## config.mk

```make
export PLATFORM = sky130hd
export DESIGN_NAME = i2c_rs_seq
export DESIGN_NICKNAME = d
export VERILOG_FILES = /design/src/rtl/i2c_rs_pkg.sv /design/src/rtl/i2c_rs_pend.sv /design/src/rtl/i2c_rs_rxcnt.sv /design/src/rtl/i2c_rs_seq.sv
export SDC_FILE = /design/constraint.sdc
export NUM_CORES = 1
export LEC_CHECK = 0
export CAP_MARGIN = 20
export CORE_ASPECT_RATIO = 1.1
export CORE_MARGIN = 4
export CORE_UTILIZATION = 40
export DETAILED_ROUTE_END_ITERATION = 8
export DONT_BUFFER_PORTS = 1
export PLACE_DENSITY = 0.61
export SLEW_MARGIN = 30
export SYNTH_ARGS = -nofsm -noshare
export SYNTH_HDL_FRONTEND = slang
export SYNTH_SLANG_ARGS = --single-unit
```

## constraint.sdc

```tcl
create_clock -name clk_i -period 2.59 [get_ports clk_i]
set_input_delay 0.518 -clock clk_i [delete_from_list [all_inputs] [get_ports clk_i]]
set_output_delay 0.518 -clock clk_i [all_outputs]
set_load 0.03 [all_outputs]
```

## src/rtl/i2c_rs_pkg.sv

```systemverilog
package i2c_rs_pkg;
  localparam int CMD_W = 3;

  typedef enum logic [CMD_W-1:0] {
    CMD_NONE    = 3'd0,
    CMD_START   = 3'd1,
    CMD_RSTART  = 3'd2,
    CMD_WR      = 3'd3,
    CMD_RD_ACK  = 3'd4,
    CMD_RD_NACK = 3'd5,
    CMD_STOP    = 3'd6
  } cmd_e;

  typedef enum logic [2:0] {
    S_IDLE, S_START, S_ADDR, S_ADDR2, S_WRITE, S_READ, S_RSTART, S_STOP
  } state_e;
endpackage

```

## src/rtl/i2c_rs_pend.sv

```systemverilog
// Holds a queued address byte until it is consumed by a repeated start or dropped.
module i2c_rs_pend #(
  parameter int AW = 8
) (
  input  logic          clk_i,
  input  logic          rst_ni,
  input  logic          we_i,
  input  logic [AW-1:0] adr_i,
  input  logic          accept_i,
  input  logic          consume_i,
  input  logic          drop_i,
  output logic          pend_o,
  output logic [AW-1:0] adr_o
);
  always_ff @(posedge clk_i or negedge rst_ni) begin
    if (!rst_ni) begin
      pend_o <= 1'b0;
      adr_o  <= '0;
    end else if (drop_i || consume_i) begin
      pend_o <= 1'b0;
    end else if (we_i && accept_i) begin
      pend_o <= 1'b1;
      adr_o  <= adr_i;
    end
  end
endmodule

```

## src/rtl/i2c_rs_rxcnt.sv

```systemverilog
// Received-byte counter for the read phase.
module i2c_rs_rxcnt #(
  parameter int CNT_W = 8
) (
  input  logic             clk_i,
  input  logic             rst_ni,
  input  logic             clr_i,
  input  logic             inc_i,
  input  logic [CNT_W-1:0] limit_i,
  output logic             hit_o,
  output logic             last_o
);
  localparam int XW = CNT_W + 1;
  logic [CNT_W-1:0] cnt_q;

  always_ff @(posedge clk_i or negedge rst_ni) begin
    if (!rst_ni)    cnt_q <= '0;
    else if (clr_i) cnt_q <= '0;
    else if (inc_i) cnt_q <= cnt_q + 1'b1;
  end

  assign hit_o  = (cnt_q == limit_i);
  assign last_o = ((XW'(cnt_q) + XW'(1)) == XW'(limit_i));
endmodule

```

## src/rtl/i2c_rs_seq.sv

```systemverilog
module i2c_rs_seq
  import i2c_rs_pkg::*;
#(
  parameter int CNT_W = 8,
  parameter int LVL_W = 5
) (
  input  logic             clk_i,
  input  logic             rst_ni,
  input  logic             adr0_we_i,
  input  logic [7:0]       adr0_i,
  input  logic [7:0]       adr1_i,
  input  logic             ten_bit_i,
  input  logic [CNT_W-1:0] rx_count_i,
  input  logic [LVL_W-1:0] tx_fifo_level_i,
  input  logic [7:0]       tx_data_i,
  output logic             tx_pop_o,
  output logic             cmd_valid_o,
  output logic [2:0]       cmd_o,
  output logic [7:0]       cmd_byte_o,
  input  logic             cmd_done_i,
  input  logic             ack_i,
  input  logic [7:0]       rx_byte_i,
  output logic             rx_req_o,
  output logic [7:0]       rx_data_o,
  output logic             tx_req_o,
  output logic             busy_o,
  output logic             nack_o
);
  state_e     state_q, state_d;
  logic       wait_q;
  logic [7:0] cur_adr_q;
  logic       nack_q, rx_req_q;
  logic [7:0] rx_data_q;
  cmd_e       cmd;
  logic       pend_q, accept, pend_now, consume, wr_nack;
  logic [7:0] pend_adr;
  logic       rx_hit, rx_last, done_ok, fifo_empty, phase_end, is_rd, idle_start;

  assign fifo_empty = (tx_fifo_level_i == '0);
  assign done_ok    = wait_q && cmd_done_i;
  assign is_rd      = cur_adr_q[0];
  assign idle_start = (state_q == S_IDLE) && adr0_we_i;
  assign accept     = (state_q inside {S_ADDR, S_ADDR2, S_WRITE, S_READ, S_RSTART});
  assign pend_now   = pend_q || (adr0_we_i && accept);
  assign consume    = done_ok && (state_q == S_RSTART);
  assign wr_nack    = done_ok && !ack_i && (state_q inside {S_ADDR, S_ADDR2, S_WRITE});
  assign phase_end  = !wait_q && (((state_q == S_WRITE) && fifo_empty) ||
                                  ((state_q == S_READ) && rx_hit));

  i2c_rs_pend #(.AW(8)) u_pend (
    .clk_i, .rst_ni,
    .we_i      (adr0_we_i),
    .adr_i     (adr0_i),
    .accept_i  (accept),
    .consume_i (consume),
    .drop_i    (wr_nack),
    .pend_o    (pend_q),
    .adr_o     (pend_adr)
  );

  i2c_rs_rxcnt #(.CNT_W(CNT_W)) u_rxcnt (
    .clk_i, .rst_ni,
    .clr_i   (idle_start || consume),
    .inc_i   (done_ok && (state_q == S_READ)),
    .limit_i (rx_count_i),
    .hit_o   (rx_hit),
    .last_o  (rx_last)
  );

  // command selection
  always_comb begin
    cmd        = CMD_NONE;
    cmd_byte_o = '0;
    unique case (state_q)
      S_START:  cmd = CMD_START;
      S_ADDR:   begin cmd = CMD_WR; cmd_byte_o = cur_adr_q; end
      S_ADDR2:  begin cmd = CMD_WR; cmd_byte_o = adr1_i; end
      S_WRITE:  if (!fifo_empty) begin cmd = CMD_WR; cmd_byte_o = tx_data_i; end
      S_READ:   if (!rx_hit) cmd = rx_last ? CMD_RD_NACK : CMD_RD_ACK;
      S_RSTART: cmd = CMD_RSTART;
      S_STOP:   cmd = CMD_STOP;
      default:  cmd = CMD_NONE;
    endcase
  end

  assign cmd_valid_o = !wait_q && (cmd != CMD_NONE);
  assign cmd_o       = cmd;
  assign tx_pop_o    = cmd_valid_o && (state_q == S_WRITE);

  always_comb begin
    state_d = state_q;
    unique case (state_q)
      S_IDLE:   if (adr0_we_i) state_d = S_START;
      S_START:  if (done_ok) state_d = S_ADDR;
      S_ADDR:   if (done_ok) state_d = !ack_i ? S_STOP : ten_bit_i ? S_ADDR2 :
                                       is_rd ? S_READ : S_WRITE;
      S_ADDR2:  if (done_ok) state_d = !ack_i ? S_STOP : is_rd ? S_READ : S_WRITE;
      S_WRITE:  if (phase_end) state_d = pend_now ? S_RSTART : S_STOP;
                else if (wr_nack) state_d = S_STOP;
      S_READ:   if (phase_end) state_d = pend_now ? S_RSTART : S_STOP;
      S_RSTART: if (done_ok) state_d = S_ADDR;
      S_STOP:   if (done_ok) state_d = S_IDLE;
      default:  state_d = S_IDLE;
    endcase
  end

  always_ff @(posedge clk_i or negedge rst_ni) begin
    if (!rst_ni) begin
      state_q   <= S_IDLE;
      wait_q    <= 1'b0;
      cur_adr_q <= '0;
      nack_q    <= 1'b0;
      rx_req_q  <= 1'b0;
      rx_data_q <= '0;
    end else begin
      state_q  <= state_d;
      rx_req_q <= done_ok && (state_q == S_READ);
      if (cmd_valid_o)  wait_q <= 1'b1;
      else if (done_ok) wait_q <= 1'b0;
      if (done_ok && (state_q == S_READ)) rx_data_q <= rx_byte_i;
      // address replaced until its transmission begins
      if (adr0_we_i && (state_q inside {S_IDLE, S_START})) cur_adr_q <= adr0_i;
      else if (consume) cur_adr_q <= adr0_we_i ? adr0_i : pend_adr;
      if (idle_start)   nack_q <= 1'b0;
      else if (wr_nack) nack_q <= 1'b1;
    end
  end

  assign busy_o    = (state_q != S_IDLE);
  assign nack_o    = nack_q;
  assign rx_req_o  = rx_req_q;
  assign rx_data_o = rx_data_q;
  assign tx_req_o  = (state_q == S_WRITE) && wait_q && fifo_empty;
endmodule

```

==> reports/summary.md, run 1 <==
After synthesis the cells add up to 2560 µm². The transition time at the pin with the least slew margin was 0.660 ns; the part of the total power dissipated in the clock network was 13.9%. After detailed routing, the number of vias per cell comes to 5.75.

The net load switching power was 1.49 mW. The final routed wirelength across all metal layers came out at 5890 µm. The count of buffers added on input and output ports is 0. The combinational power share is 50.8%, and the total number of clock tree sinks is 39. The floorplan has 30 rows.

The mean post-synth cell area works out to 9.95 µm². IR analysis of the VDD net gives a maximum drop of 0.555 mV. The fraction of registers with async set/reset is 100%, and the worst hold slack is 0.0541 ns. The tightest min-delay check is of the in -> async type. The final period utilization is 97.7%, and the leftover overflow at the end of global routing is 0. The number of library cell types mapped by synthesis is 59, and the sequential power share is 35.3%. The H-tree was split into 2 levels.

For the remaining design rule violation count, the log shows 0. The number of antenna violations at the first check in global routing is 0, and the net count after synthesis is 313. Counting I/O delays and the setup requirement, the final critical path takes 2.53 ns. The worst setup path is launched from a register.

The final cell area excluding filler cells is 2810 µm², and the initial DRC count is 129. The floorplan step set the die width to 84.2 µm. In this run the power density over the cells is 1150 nW/µm². The tool flagged a number of max-cap violations equal to 0. For the count of final hold-check violations, the log shows 0. Setup repair after global routing could not meet its margin everywhere. The synthesized design contains 0 enable-type register cells.

The tools report the area inside the core boundary as 6190 µm². The filler cell count is 597, and the insertion delay to the later sink of the worst-skew pair is 0.29 ns. For the data required time at the worst endpoint, the log shows 2.07 ns. The worst setup path startpoint is state_q[2]$_DFFE_PN0P_. For this configuration, the core starts out at a cell density of 41.3%.

The via count of the first global-routing pass is 1,983, and the full die area is 7740 µm². The first-pass iteration count of the detailed router was 4; the maximum fanout count along the critical path was 7. The die is 91.9 µm tall. STA puts the critical path data arrival time at 2.01 ns.

After detailed routing, the average wire length per cell comes to 16.9 µm. The signed area change from the synthesized netlist to the final layout was 10.0%; the total track usage was 15.6%. The run finished with clean final reports. The logs give 0.00546 ns for the setup clock skew after layout and 1.75 mW for the internal power of the cells. 76 I/O pins were placed. Leaving out fill and tap cells, the most frequent cells in the layout are sky130_fd_sc_hd__dfrtp_1, sky130_fd_sc_hd__nor2_1, sky130_fd_sc_hd__a21oi_1.

The clock passes through at most 2 buffers. Of the cells placed in the final design, the portion with a size suffix greater than 1 is 22.4%. The tree is rooted in a sky130_fd_sc_hd__clkbuf_8. The total cell area at the placement stage is 2620 µm². The logs give 0 for the number of max-slew violations in the final report and 0 for the remaining number of nets flagged by the antenna check after routing. Summing over every cut layer, the via total after detailed routing is 2,001. Setup violations remaining at the end of the flow were counted as 0. The antenna diode instance count is 0, and the share of synthesized area occupied by flip-flops and latches is 38.2%. The start-to-end type of the worst setup path was reg -> out. The launch instance of the worst register-to-register path was u_rxcnt.cnt_q[0]$_DFFE_PN0P_. Counting the buffers created by CTS gives 5. Entering global routing, the biggest net connects 40 pins. Leaving out fill and tap cells, the most frequent cell in the layout is sky130_fd_sc_hd__dfrtp_1.

In this run the tightest slew margin relative to its limit is 56.0%. The post-synthesis register bit count works out to 39. For the post-layout net count, the log shows 323. For this run, the top clock speed supported by timing is 395 MHz. STA classifies the critical path endpoint as an output port. The most used flip-flop cell after synthesis is sky130_fd_sc_hd__dfrtp_1.

Cell leakage power: 1.22 nW. TritonCTS built the clock tree. Net switching is 46.0% of the power. The synthesized netlist cell count was 257; the global-route wire length before repair was 9740 µm. Routability-driven placement finished with a final weighted congestion of 0.787. The Yosys step of the flow raised 0 warnings. The clock-pin slew of the registers on the worst-case setup and hold paths came out at 0.08 ns.

The run gives 4330 µm as the final HPWL from detailed placement.
-- power by group through the flow --
stage	sequential [mW]	combinational, mW	clock [mW]
floorplan	1.09	1.34	0
global placement	1.16	1.56	0
detailed placement	1.16	1.57	0
CTS	1.15	1.61	0.461
global route	1.18	1.81	0.489
finish	1.15	1.65	0.451
-- cells in the mapped netlist (2+ instances only) --
library cell / number / area (µm²)
sky130_fd_sc_hd__o21ai_1: 2 / 10.0
sky130_fd_sc_hd__nand3_1: 5 / 25.0
sky130_fd_sc_hd__nand2b_1: 3 / 18.8
sky130_fd_sc_hd__a21oi_1: 21 / 105
sky130_fd_sc_hd__o21ai_0: 6 / 30.0
sky130_fd_sc_hd__mux2_1: 8 / 90.1
sky130_fd_sc_hd__dfrtp_1: 39 / 976
sky130_fd_sc_hd__nor3_1: 8 / 40.0
sky130_fd_sc_hd__or4_1: 2 / 15.0
sky130_fd_sc_hd__nor2_4: 2 / 22.5
sky130_fd_sc_hd__nor4_2: 2 / 25.0
sky130_fd_sc_hd__ha_1: 5 / 62.6
sky130_fd_sc_hd__xnor2_1: 6 / 52.6
sky130_fd_sc_hd__nand2_1: 15 / 56.3
sky130_fd_sc_hd__nor2b_1: 5 / 31.3
sky130_fd_sc_hd__xor2_1: 10 / 87.6
sky130_fd_sc_hd__mux2_2: 8 / 90.1
sky130_fd_sc_hd__nand4_1: 3 / 18.8
sky130_fd_sc_hd__a222oi_1: 8 / 80.1
sky130_fd_sc_hd__a211o_1: 2 / 17.5
sky130_fd_sc_hd__or3_1: 2 / 12.5
sky130_fd_sc_hd__buf_6: 6 / 67.6
sky130_fd_sc_hd__buf_2: 5 / 25.0
sky130_fd_sc_hd__clkbuf_8: 2 / 27.5
sky130_fd_sc_hd__inv_1: 14 / 52.6
sky130_fd_sc_hd__nor2_1: 22 / 82.6
sky130_fd_sc_hd__mux2i_1: 9 / 90.1
sky130_fd_sc_hd__o31ai_1: 5 / 37.5
sky130_fd_sc_hd__and3_1: 2 / 12.5
-- cell type report --
type,instances,area (µm²),area share [%]
multi-input combinational,188,1430,50.8
sequential,39,981,34.9
timing repair buffer,18,148,5.25
clock buffer,8,100,3.56
tap,80,100,3.56
inverter,15,56.3,2.00
-- worst max-delay path, stage by stage (launching register included) --
cell	delay [ns]
sky130_fd_sc_hd__dfrtp_2	0.45
sky130_fd_sc_hd__inv_2	0.11
sky130_fd_sc_hd__ha_1	0.21
sky130_fd_sc_hd__or4_4	0.55
sky130_fd_sc_hd__o21ai_0	0.13
sky130_fd_sc_hd__o21ai_1	0.10
sky130_fd_sc_hd__buf_4	0.18
-- kinds of logic (layout without fill, tap and decap cells) --
kind of cell | after synthesis | after routing | synth area share (%)
AND/OR/NAND/NOR | 78 | 78 | 17.0
AO/OA/AOI/OAI | 62 | 62 | 17.8
flip-flops | 39 | 39 | 38.2
buffers and inverters | 30 | 41 | 7.34
multiplexers | 26 | 26 | 11.2
XOR/XNOR | 17 | 17 | 6.12
adder cells (fa/ha/maj) | 5 | 5 | 2.45
-- stage by stage --
step	setup slack (ns)	TNS [ns]	instances	total power, mW	utilization, %
after detailed placement	0.0596	0	335	2.73	42.4
after floorplan	0.172	0	257	2.44	-
after global placement	0.0971	0	335	2.72	42.4
final	0.0588	0	348	3.24	45.4
after global routing	-0.0660	-0.0660	348	3.48	45.4
after CTS	0.00616	0	344	3.22	44.4
-- per-layer routing --
metal  vias to the layer above  global-route usage (%)  part of all wire, %
met5                         -                       0                    0
met4                         0                    5.23                  1.2
met3                         6                    5.66                  8.4
met2                        64                    24.5                   48
met1                       978                    19.6                   43
li1                        953                       -                    -
-- state kept, by name (all words and copies together), names as in the netlist, 3 cells and up --
name           count
state_q            3
u_pend.adr_o       8
cur_adr_q          8
rx_data_o          8
u_rxcnt.cnt_q      8
-- repair_timing --
item | in CTS | in global routing
hold buffers | 1 | 0
buffers inserted | 0 | 4
hold endpoints to repair | 39 | 0
setup endpoints to repair | 10 | 9
pin swaps | 0 | 2
cloned | 0 | 0
resized for setup | 4 | 9
-- path summary, 6_finish.rpt --
kind / to / slack (ns) / cells past startpoint
worst min-delay path: state_q[2]$_DFFE_PN0P_ / 0.05 / 1
min in group clk_i: wait_q$_DFFE_PN0P_ / 0.34 / 1
worst max-delay path: cmd_o[0] / 0.06 / 6
worst min register to register: u_pend.adr_o[2]$_DFFE_PN0P_ / 0.49 / 1
worst max register to register: state_q[0]$_DFFE_PN0P_ / 0.56 / 6
max in group asynchronous: u_rxcnt.cnt_q[3]$_DFFE_PN0P_ / 2.31 / 1
(Power assumes the default switching activity.)
==> run 2, diff against run 1 <==
--- a/config.mk
+++ b/config.mk
@@ -11,7 +11,7 @@
 export CORE_UTILIZATION = 40
 export DETAILED_ROUTE_END_ITERATION = 8
 export DONT_BUFFER_PORTS = 1
-export PLACE_DENSITY = 0.61
+export PLACE_DENSITY = 0.63
 export SLEW_MARGIN = 30
 export SYNTH_ARGS = -nofsm -noshare
 export SYNTH_HDL_FRONTEND = slang
==> constraint.sdc (replaced) <==
create_clock -name clk_i -period 2.12 [get_ports clk_i]
set_input_delay 0.424 -clock clk_i [delete_from_list [all_inputs] [get_ports clk_i]]
set_output_delay 0.424 -clock clk_i [all_outputs]
set_load 0.05 [all_outputs]
==> reports/summary.md, run 2 (same netlist as run 1, synthesis figures left out) <==
No sink is reached through more buffers than the 2 on the longest clock path. The signed area change from the synthesized netlist to the final layout is 28.3%, and the final period utilization is 115%. The tools report the cell at the root of the clock tree as sky130_fd_sc_hd__clkbuf_8. The hold-critical path depth was 1; the headroom to the max-slew limit was 66.0%. The number of placed I/O pins is 76, and the total number of clock tree sinks is 39. The number of antenna violations at the first check in global routing is 0, and the data arrival time of the worst path is 2.02 ns. The row count came out at 30.

The first global-routing pass estimated 10,600 µm of wire. Per report_power, the sequential group accounts for 29.6% of the total. The logs give 0 for the count of final hold-check violations and 116 for the initial DRC count. The logic depth of the worst path, buffers included works out to 7. The kind of path behind the tightest hold check was in -> reg. Antenna diode instance count: 0. The largest single stage delay on the critical path is 0.49 ns. IR analysis of the VDD net gives a maximum drop of 0.969 mV. The vias after detailed routing came out at 2,154.

Across the whole layout, storage elements account for 978 µm². The launch instance of the worst register-to-register path is u_rxcnt.cnt_q[1]$_DFFE_PN0P_. Among all stages on the critical path, the largest delay is contributed by sky130_fd_sc_hd__or4_4. The setup total negative slack is -2.18 ns. In this run the horizontal extent of the chip is 84.2 µm. The filler cells instantiated in the layout total 568.

The top cell types in the final layout, fill and taps aside, are sky130_fd_sc_hd__dfrtp_1, sky130_fd_sc_hd__buf_4, sky130_fd_sc_hd__nor2_1, sky130_fd_sc_hd__a21oi_1, sky130_fd_sc_hd__nand2_1. Routability-driven placement finished with a final weighted congestion of 0.914. Static timing analysis puts the maximum clock frequency at 410 MHz. Once the floorplan was initialized, standard cells occupied 41.3% of the core. The setup clock skew after layout is 0.00488 ns. The worst setup path is of the reg -> out kind.

For the pin with the worst max-slew slack, the measured transition is 0.510 ns. The logs give 2,203 for the via count of the first global-routing pass and 1560 µm² for the multi-input logic area. Terminating pin of the worst hold path: wait_q$_DFFE_PN0P_. The buffers plus inverters on the worst setup path was 1. The run gives 0.02 ns as the minimum setup slack among reg-to-reg paths. TritonCTS built the clock tree. From bottom edge to top edge, the die measures 91.9 µm. After floorplanning, the core was sized to cover 6190 µm². The first TritonRoute pass finished after 4 iterations. The combinational power share was 57.3%; the total of buffers placed on input and output ports was 0.

In the final routed layout, each cell accounts on average for 17.4 µm. For this design the total switching power over the nets is 2.41 mW. The checks that failed: negative setup slack.

The total track usage was 16.7%; the final routed wirelength across all metal layers was 6610 µm. STA classifies the critical path endpoint as an output port. Global routing finished with a remaining overflow of 0. The worst setup path is launched from a register. The part of the total power dissipated in the clock network was 13.1%; the power density normalized to cell area was 1550 nW/µm². The H-tree was split into 2 levels. Counting cells, the worst reg-to-reg path comes to 8. The number of max-slew violations in the final report is 0. The logs give 2.66 mW for the internal power of the cells and -0.269 ns for the setup slack after placement. Final number of setup-violating endpoints: 13. Net switching is 47.5% of the power. The endpoint identified for the worst register-to-register timing path is state_q[0]$_DFFE_PN0P_. The later pin in the worst-skew pair is clocked with a latency of 0.29 ns. The pin count of the biggest net entering global routing was 40; the share of post-route cells with drive strength above 1 was 38.8%.

After layout, the minimum clock period comes to 2.44 ns. At the end of the flow, the number of nets in the layout was 354. The wire-length estimate of the detail-placed layout is 4550 µm. The library cell used most frequently in the layout, excluding fill and tap cells, is sky130_fd_sc_hd__dfrtp_1. Traced cell by cell, the critical path runs through ha_2 -> nand3_2 -> or4_4 -> nand3_2 -> o2111ai_4 -> o21ai_4 -> buf_12. For the worst setup path, the data required time is 1.70 ns. Setup repair after global routing could not meet its margin everywhere. Summing internal, switching and leakage power gives 5.07 mW. The clock buffer count from CTS is 5. By instance count, the cell type seen most on the critical path is sky130_fd_sc_hd__nand3_2. Once detail routing completed, the nets flagged for antenna violations numbered 0.

In the routed layout, each cell is associated on average with a via count of 5.68. The analysis attributes to cell leakage a power of 1.41 nW. The cell type group with the largest total delay on the critical path was simple AND/OR/NAND/NOR gates. The worst hold path startpoint was cmd_done_i.

After clock tree synthesis, the clock-pin slew on the worst setup and hold paths is 0.08 ns. The die covers 7740 µm². The flow ran to the end, but the final reports show violations. The slack of the critical path was -0.322 ns; the reported max-cap violation count was 0.

After detailed routing, the number of remaining DRC violations is 0. The maximum fanout count along the critical path came out at 4.
[run 2: timing repair]
item / CTS / global route
setup endpoints to repair: 13 / 24
pin swaps: 11 / 10
gates cloned: 1 / 0
hold endpoints to repair: 39 / 0
setup buffers: 3 / 6
gates resized for setup: 22 / 17
hold buffers: 2 / 0
[run 2: worst register-to-register path, delay by kind of cell (launching register included)]
kind / cells / cell delay (ns)
compound gates: 1 / 0.26
xor+xnor: 1 / 0.15
buf+inv: 3 / 0.42
flops: 1 / 0.42
mux: 1 / 0.33
simple gates: 2 / 0.42
[run 2: cell type report]
cell class,instances,share of cell area [%]
sequential,39,29.8
tap,80,3.05
multi-input combinational,189,47.6
clock inverter,2,1.18
clock buffer,6,2.52
timing repair buffer,48,14.1
inverter,15,1.72
[run 2: how the worst max path moves through the flow]
stage                                            start       endpoint  slack [ns]
final                     u_rxcnt.cnt_q[1]$_DFFE_PN0P_       cmd_o[0]       -0.32
after global routing      u_rxcnt.cnt_q[1]$_DFFE_PN0P_       cmd_o[0]       -0.41
after CTS                 u_rxcnt.cnt_q[1]$_DFFE_PN0P_       cmd_o[0]       -0.34
after detailed placement        state_q[2]$_DFFE_PN0P_  cmd_byte_o[5]       -0.27
after global placement          state_q[2]$_DFFE_PN0P_  cmd_byte_o[2]       -0.21
after floorplan           u_rxcnt.cnt_q[0]$_DFFE_PN0P_       cmd_o[0]       -0.13
[run 2: per-layer routing]
layer	vias up	GRT usage (%)	share of wire, %
met5	-	0	0
met1	1043	21.4	42
li1	1018	-	-
met4	0	4.83	0.98
met2	82	27.4	49
met3	11	4.76	7.6
[run 2: stage by stage]
step                      instance area, µm²  cells  hold slack, ns  utilization [%]
after floorplan                         2570    257           0.128                -
after global placement                  2900    361           0.129             46.8
after detailed placement                2900    361           0.129             46.8
after CTS                               3170    375           0.242             51.2
after global routing                    3280    379           0.232             53.0
final                                   3280    379           0.244             53.0
[run 2: power by group through the flow]
stage | Sequential (mW) | Clock, mW | Combinational (mW)
after floorplan | 1.45 | 0 | 1.94
after global placement | 1.50 | 0 | 2.62
after detailed placement | 1.51 | 0 | 2.64
after CTS | 1.50 | 0.688 | 2.81
after global routing | 1.54 | 0.720 | 3.12
final | 1.50 | 0.663 | 2.91
==> run 3, diff against run 2 <==
--- a/config.mk
+++ b/config.mk
@@ -15,4 +15,5 @@
 export SLEW_MARGIN = 30
 export SYNTH_ARGS = -nofsm -noshare
 export SYNTH_HDL_FRONTEND = slang
+export SYNTH_HIERARCHICAL = 1
 export SYNTH_SLANG_ARGS = --single-unit
==> reports/summary.md, run 3 <==
The deepest level of the CTS H-tree was 2; the area share of xor/xnor cells in the synthesized design was 5.48%. STA classifies the critical path startpoint as a register. The simple-gate portion of the synthesized area is 19.5%.

The hold-critical path depth was 1; the share of Yosys cell area claimed by the top area cell type was 38.2%. Average wire per standard cell: 18.0 µm. The logs give 13.6% for the part of the total power dissipated in the clock network and 17.2% for the total track usage. The net count after synthesis is 307. Setup repair after global routing could not meet its margin everywhere.

In this run the cell area measured after placement is 3170 µm². The signal on the critical path passes through ha_4 -> nand3_4 -> o21a_1 -> or3_1 -> a221oi_2 -> nand2b_1 -> a21oi_2 -> o41ai_4 -> nor2_4 -> buf_12. The tools report the sequential standard cell area as 985 µm². In the layout the commonest cells are sky130_fd_sc_hd__buf_4, sky130_fd_sc_hd__dfrtp_1, sky130_fd_sc_hd__mux2_1. The largest individual stage delay along the critical path comes from the cell sky130_fd_sc_hd__dfrtp_2. Buffers plus inverters on the worst setup path: 1. Leaving out filler cells and counting taps, the final layout contains 379.

TritonCTS built the clock tree. Share of synthesized area occupied by flip-flops and latches: 38.2%. Transition time at the pin with the least slew margin: 0.507 ns.

In the synthesized netlist, the cells that appear most often are sky130_fd_sc_hd__dfrtp_1, sky130_fd_sc_hd__nand2_1, sky130_fd_sc_hd__nor2_1. The final layout contains routed wiring with a total length of 6840 µm. In this run the horizontal extent of the chip is 84.2 µm. The clock net in this run drives a total of 39 sinks. The cell at the root of the clock tree is sky130_fd_sc_hd__clkbuf_8. The headroom to the max-slew limit was 66.2%. For the number of library cell types mapped by synthesis, the log shows 58. Subtracting the final worst setup slack from the clock period gives 2.91 ns. Predominant post-synthesis flop cell: sky130_fd_sc_hd__dfrtp_1. For the maximum operating frequency, the log shows 344 MHz.

76 I/O pins were placed. The congestion estimate from routability-driven global placement came to 0.856. Final number of setup-violating endpoints: 15.

The dominant combinational cell family by area after synthesis was multiplexers. The slack of the critical path was -0.791 ns. The first global-routing pass estimated 10,700 µm of wire.

The arithmetic-cell share of the synthesized area counting full adders, half adders and majority gates is 2.45%. The final layout contains 354 nets. The floorplan step defined a core boundary enclosing 6190 µm². Summing every instance area after synthesis gives 2560 µm². The proportion of synthesized area in mux cells was 19.6%; the floorplan die height was 91.9 µm. Entering global routing, the biggest net connects 40 pins.

The fraction of registers with async set/reset works out to 100%. Net switching is 44.9% of the power. Counting buffers and inverters, the worst setup path is 10 cells deep.

In the final layout, the share of cells above drive strength 1 is 45.2%. The number of warning messages in the yosys log is 6. For the final HPWL from detailed placement, the log shows 4910 µm. At the placement stage, the worst setup path has a slack of -0.493 ns. The total of buffers placed on input and output ports was 0.

The final reports fail on negative setup slack. The antenna diode instance count is 0. The first detailed-routing pass ran for 4 iterations.

The layout has 552 filler cells. The worst hold path belongs to the class in -> reg. The via count of the first global-routing pass is 2,211. Start-to-end type of the worst setup path: reg -> out. The cell type group with the largest total delay on the critical path is compound AO/OA/AOI/OAI gates.

The number of clock buffers added by TritonCTS is 5. Measured in cells, the most critical reg-to-reg path has a length of 8. The number of antenna violations at the first check in global routing was 0.

Hold timing on the final database bottoms out at a slack of 0.211 ns. From synthesis to final layout, the design area changed by 42.2%. The most frequent cell after synthesis was sky130_fd_sc_hd__dfrtp_1. The logs give 30 for the row count and 0 for the remaining design rule violation count. The worst setup path is captured at an output port. The design draws 5.42 mW. The leftover overflow at the end of global routing was 0. Synthesis handed over a netlist of 251 instances.

Summing all multi-input logic gate instances after layout gives 1800 µm². The clock passes through at most 2 buffers. Cell internal power was estimated by the tool at 2.99 mW.

The clock-pin slew of the registers on the worst-case setup and hold paths came out at 0.08 ns. The reported max-cap violation count is 0, and the initial DRC count is 72. Using the TritonRoute via totals, the vias-per-cell ratio works out to 5.57.

The power density normalized to cell area is 1490 nW/µm², and the maximum cell stage delay along the critical path is 0.40 ns. The library cell used most frequently in the layout, excluding fill and tap cells, is sky130_fd_sc_hd__buf_4. Across the VDD grid, the largest voltage drop is 0.877 mV. For the worst setup path, the data required time is 1.70 ns. For this design the total switching power over the nets is 2.43 mW.

The cell accounting for the most synthesized area is sky130_fd_sc_hd__dfrtp_1. The post-synthesis register bit count is 39, and the compound-gate portion of the synthesized area is 10.9%. The maximum fanout count along the critical path was 5. For the combinational power share, the log shows 57.6%.

Once the floorplan was initialized, standard cells occupied 41.3% of the core. Number of flops mapped to enable cells by yosys: 0. By area the synthesized netlist is led by sky130_fd_sc_hd__dfrtp_1, sky130_fd_sc_hd__mux2_1, sky130_fd_sc_hd__mux2_4.

Insertion delay to the later sink of the worst-skew pair: 0.29 ns. The worst path uses 137% of the clock period. The number of max-slew violations in the final report was 0.

The sequential power share is 28.8%. The flow ran to the end, but the final reports show violations. The tools report the setup clock skew after layout as 0.00525 ns. The post-placement cell count is 362, and the mean post-synth cell area is 10.2 µm². The tools report the count of final hold-check violations as 0.

The data arrival time of the worst path was 2.49 ns. After routing the design area is 3640 µm². The cell leakage power is 1.55 nW. The logs give 7740 µm² for the full die area and 2,111 for the vias after detailed routing.

The remaining number of nets flagged by the antenna check after routing came out at 0.
-- run 3: metal layers --
layer  track usage [%]  up-vias  routed length, µm  part of all wire [%]
met5                 0        -                  0                     0
met4              4.83        0                 99                   1.4
met3              5.66       10                453                   6.6
met2              30.2       63               3510                    51
li1                  -     1001                  -                     -
met1              19.7     1037               2780                    41
-- run 3: power by group through the flow --
stage / sequential (mW) / combinational (mW) / clock (mW)
final: 1.56 / 3.12 / 0.739
after global routing: 1.60 / 3.33 / 0.791
after CTS: 1.56 / 2.89 / 0.759
after detailed placement: 1.56 / 2.79 / 0
after global placement: 1.55 / 2.74 / 0
after floorplan: 1.49 / 1.93 / 0
-- run 3: repair_timing --
action                                 4_1_cts  5_1_grt
pin swaps                                    4       14
setup buffers                                4        3
endpoints found under the hold margin       39        0
gates resized for setup                     14       42
setup endpoints to repair                   26       18
hold buffers                                 2        0
cloned                                       0        1
-- run 3: stage by stage --
step           TNS (ns)  util, %
2_1_floorplan     -1.74        -
3_3_place_gp      -1.80     51.2
3_5_place_dp      -2.28     51.2
4_1_cts           -3.47     55.4
5_1_grt           -5.52     58.7
6_report          -3.80     58.7
-- run 3: final timing paths --
| path | startpoint | endpoint | slack (ns) |
|---|---|---|---|
| max in group asynchronous | rst_ni | u_rxcnt/cnt_q[2]$_DFFE_PN0P_ | 1.31 |
| worst min-delay path | cmd_done_i | wait_q$_DFFE_PN0P_ | 0.21 |
| worst max-delay path | u_rxcnt/cnt_q[0]$_DFFE_PN0P_ | tx_pop_o | -0.79 |
| worst min register to register | cur_adr_q[4]$_DFFE_PN0P_ | cur_adr_q[4]$_DFFE_PN0P_ | 0.49 |
| min in group asynchronous | rst_ni | rx_req_o$_DFF_PN0_ | 0.60 |
| worst max register to register | u_rxcnt/cnt_q[0]$_DFFE_PN0P_ | wait_q$_DFFE_PN0P_ | -0.07 |
-- run 3: worst register-to-register path, cell delays in order, from the launching register on --
cell	delay [ns]
sky130_fd_sc_hd__dfrtp_2	0.44
sky130_fd_sc_hd__buf_4	0.15
sky130_fd_sc_hd__xnor2_2	0.18
sky130_fd_sc_hd__nand4b_1	0.17
sky130_fd_sc_hd__a2111oi_4	0.27
sky130_fd_sc_hd__nand2b_1	0.17
sky130_fd_sc_hd__a21oi_2	0.08
sky130_fd_sc_hd__o41ai_4	0.47
sky130_fd_sc_hd__o21ai_1	0.13
-- run 3: area by class of cell --
class | count | area share [%]
timing repair buffer | 55 | 16.3
clock inverter | 2 | 1.65
multi-input combinational | 191 | 49.6
inverter | 6 | 0.619
tap | 80 | 2.75
sequential | 39 | 27.1
clock buffer | 6 | 2.00
-- run 3: cell families after synthesis --
family | Yosys count
AND/OR/NAND/NOR | 88
buffers and inverters | 21
AO/OA/AOI/OAI | 39
flip-flops | 39
XOR/XNOR | 16
adder cells (fa/ha/maj) | 5
multiplexers | 43
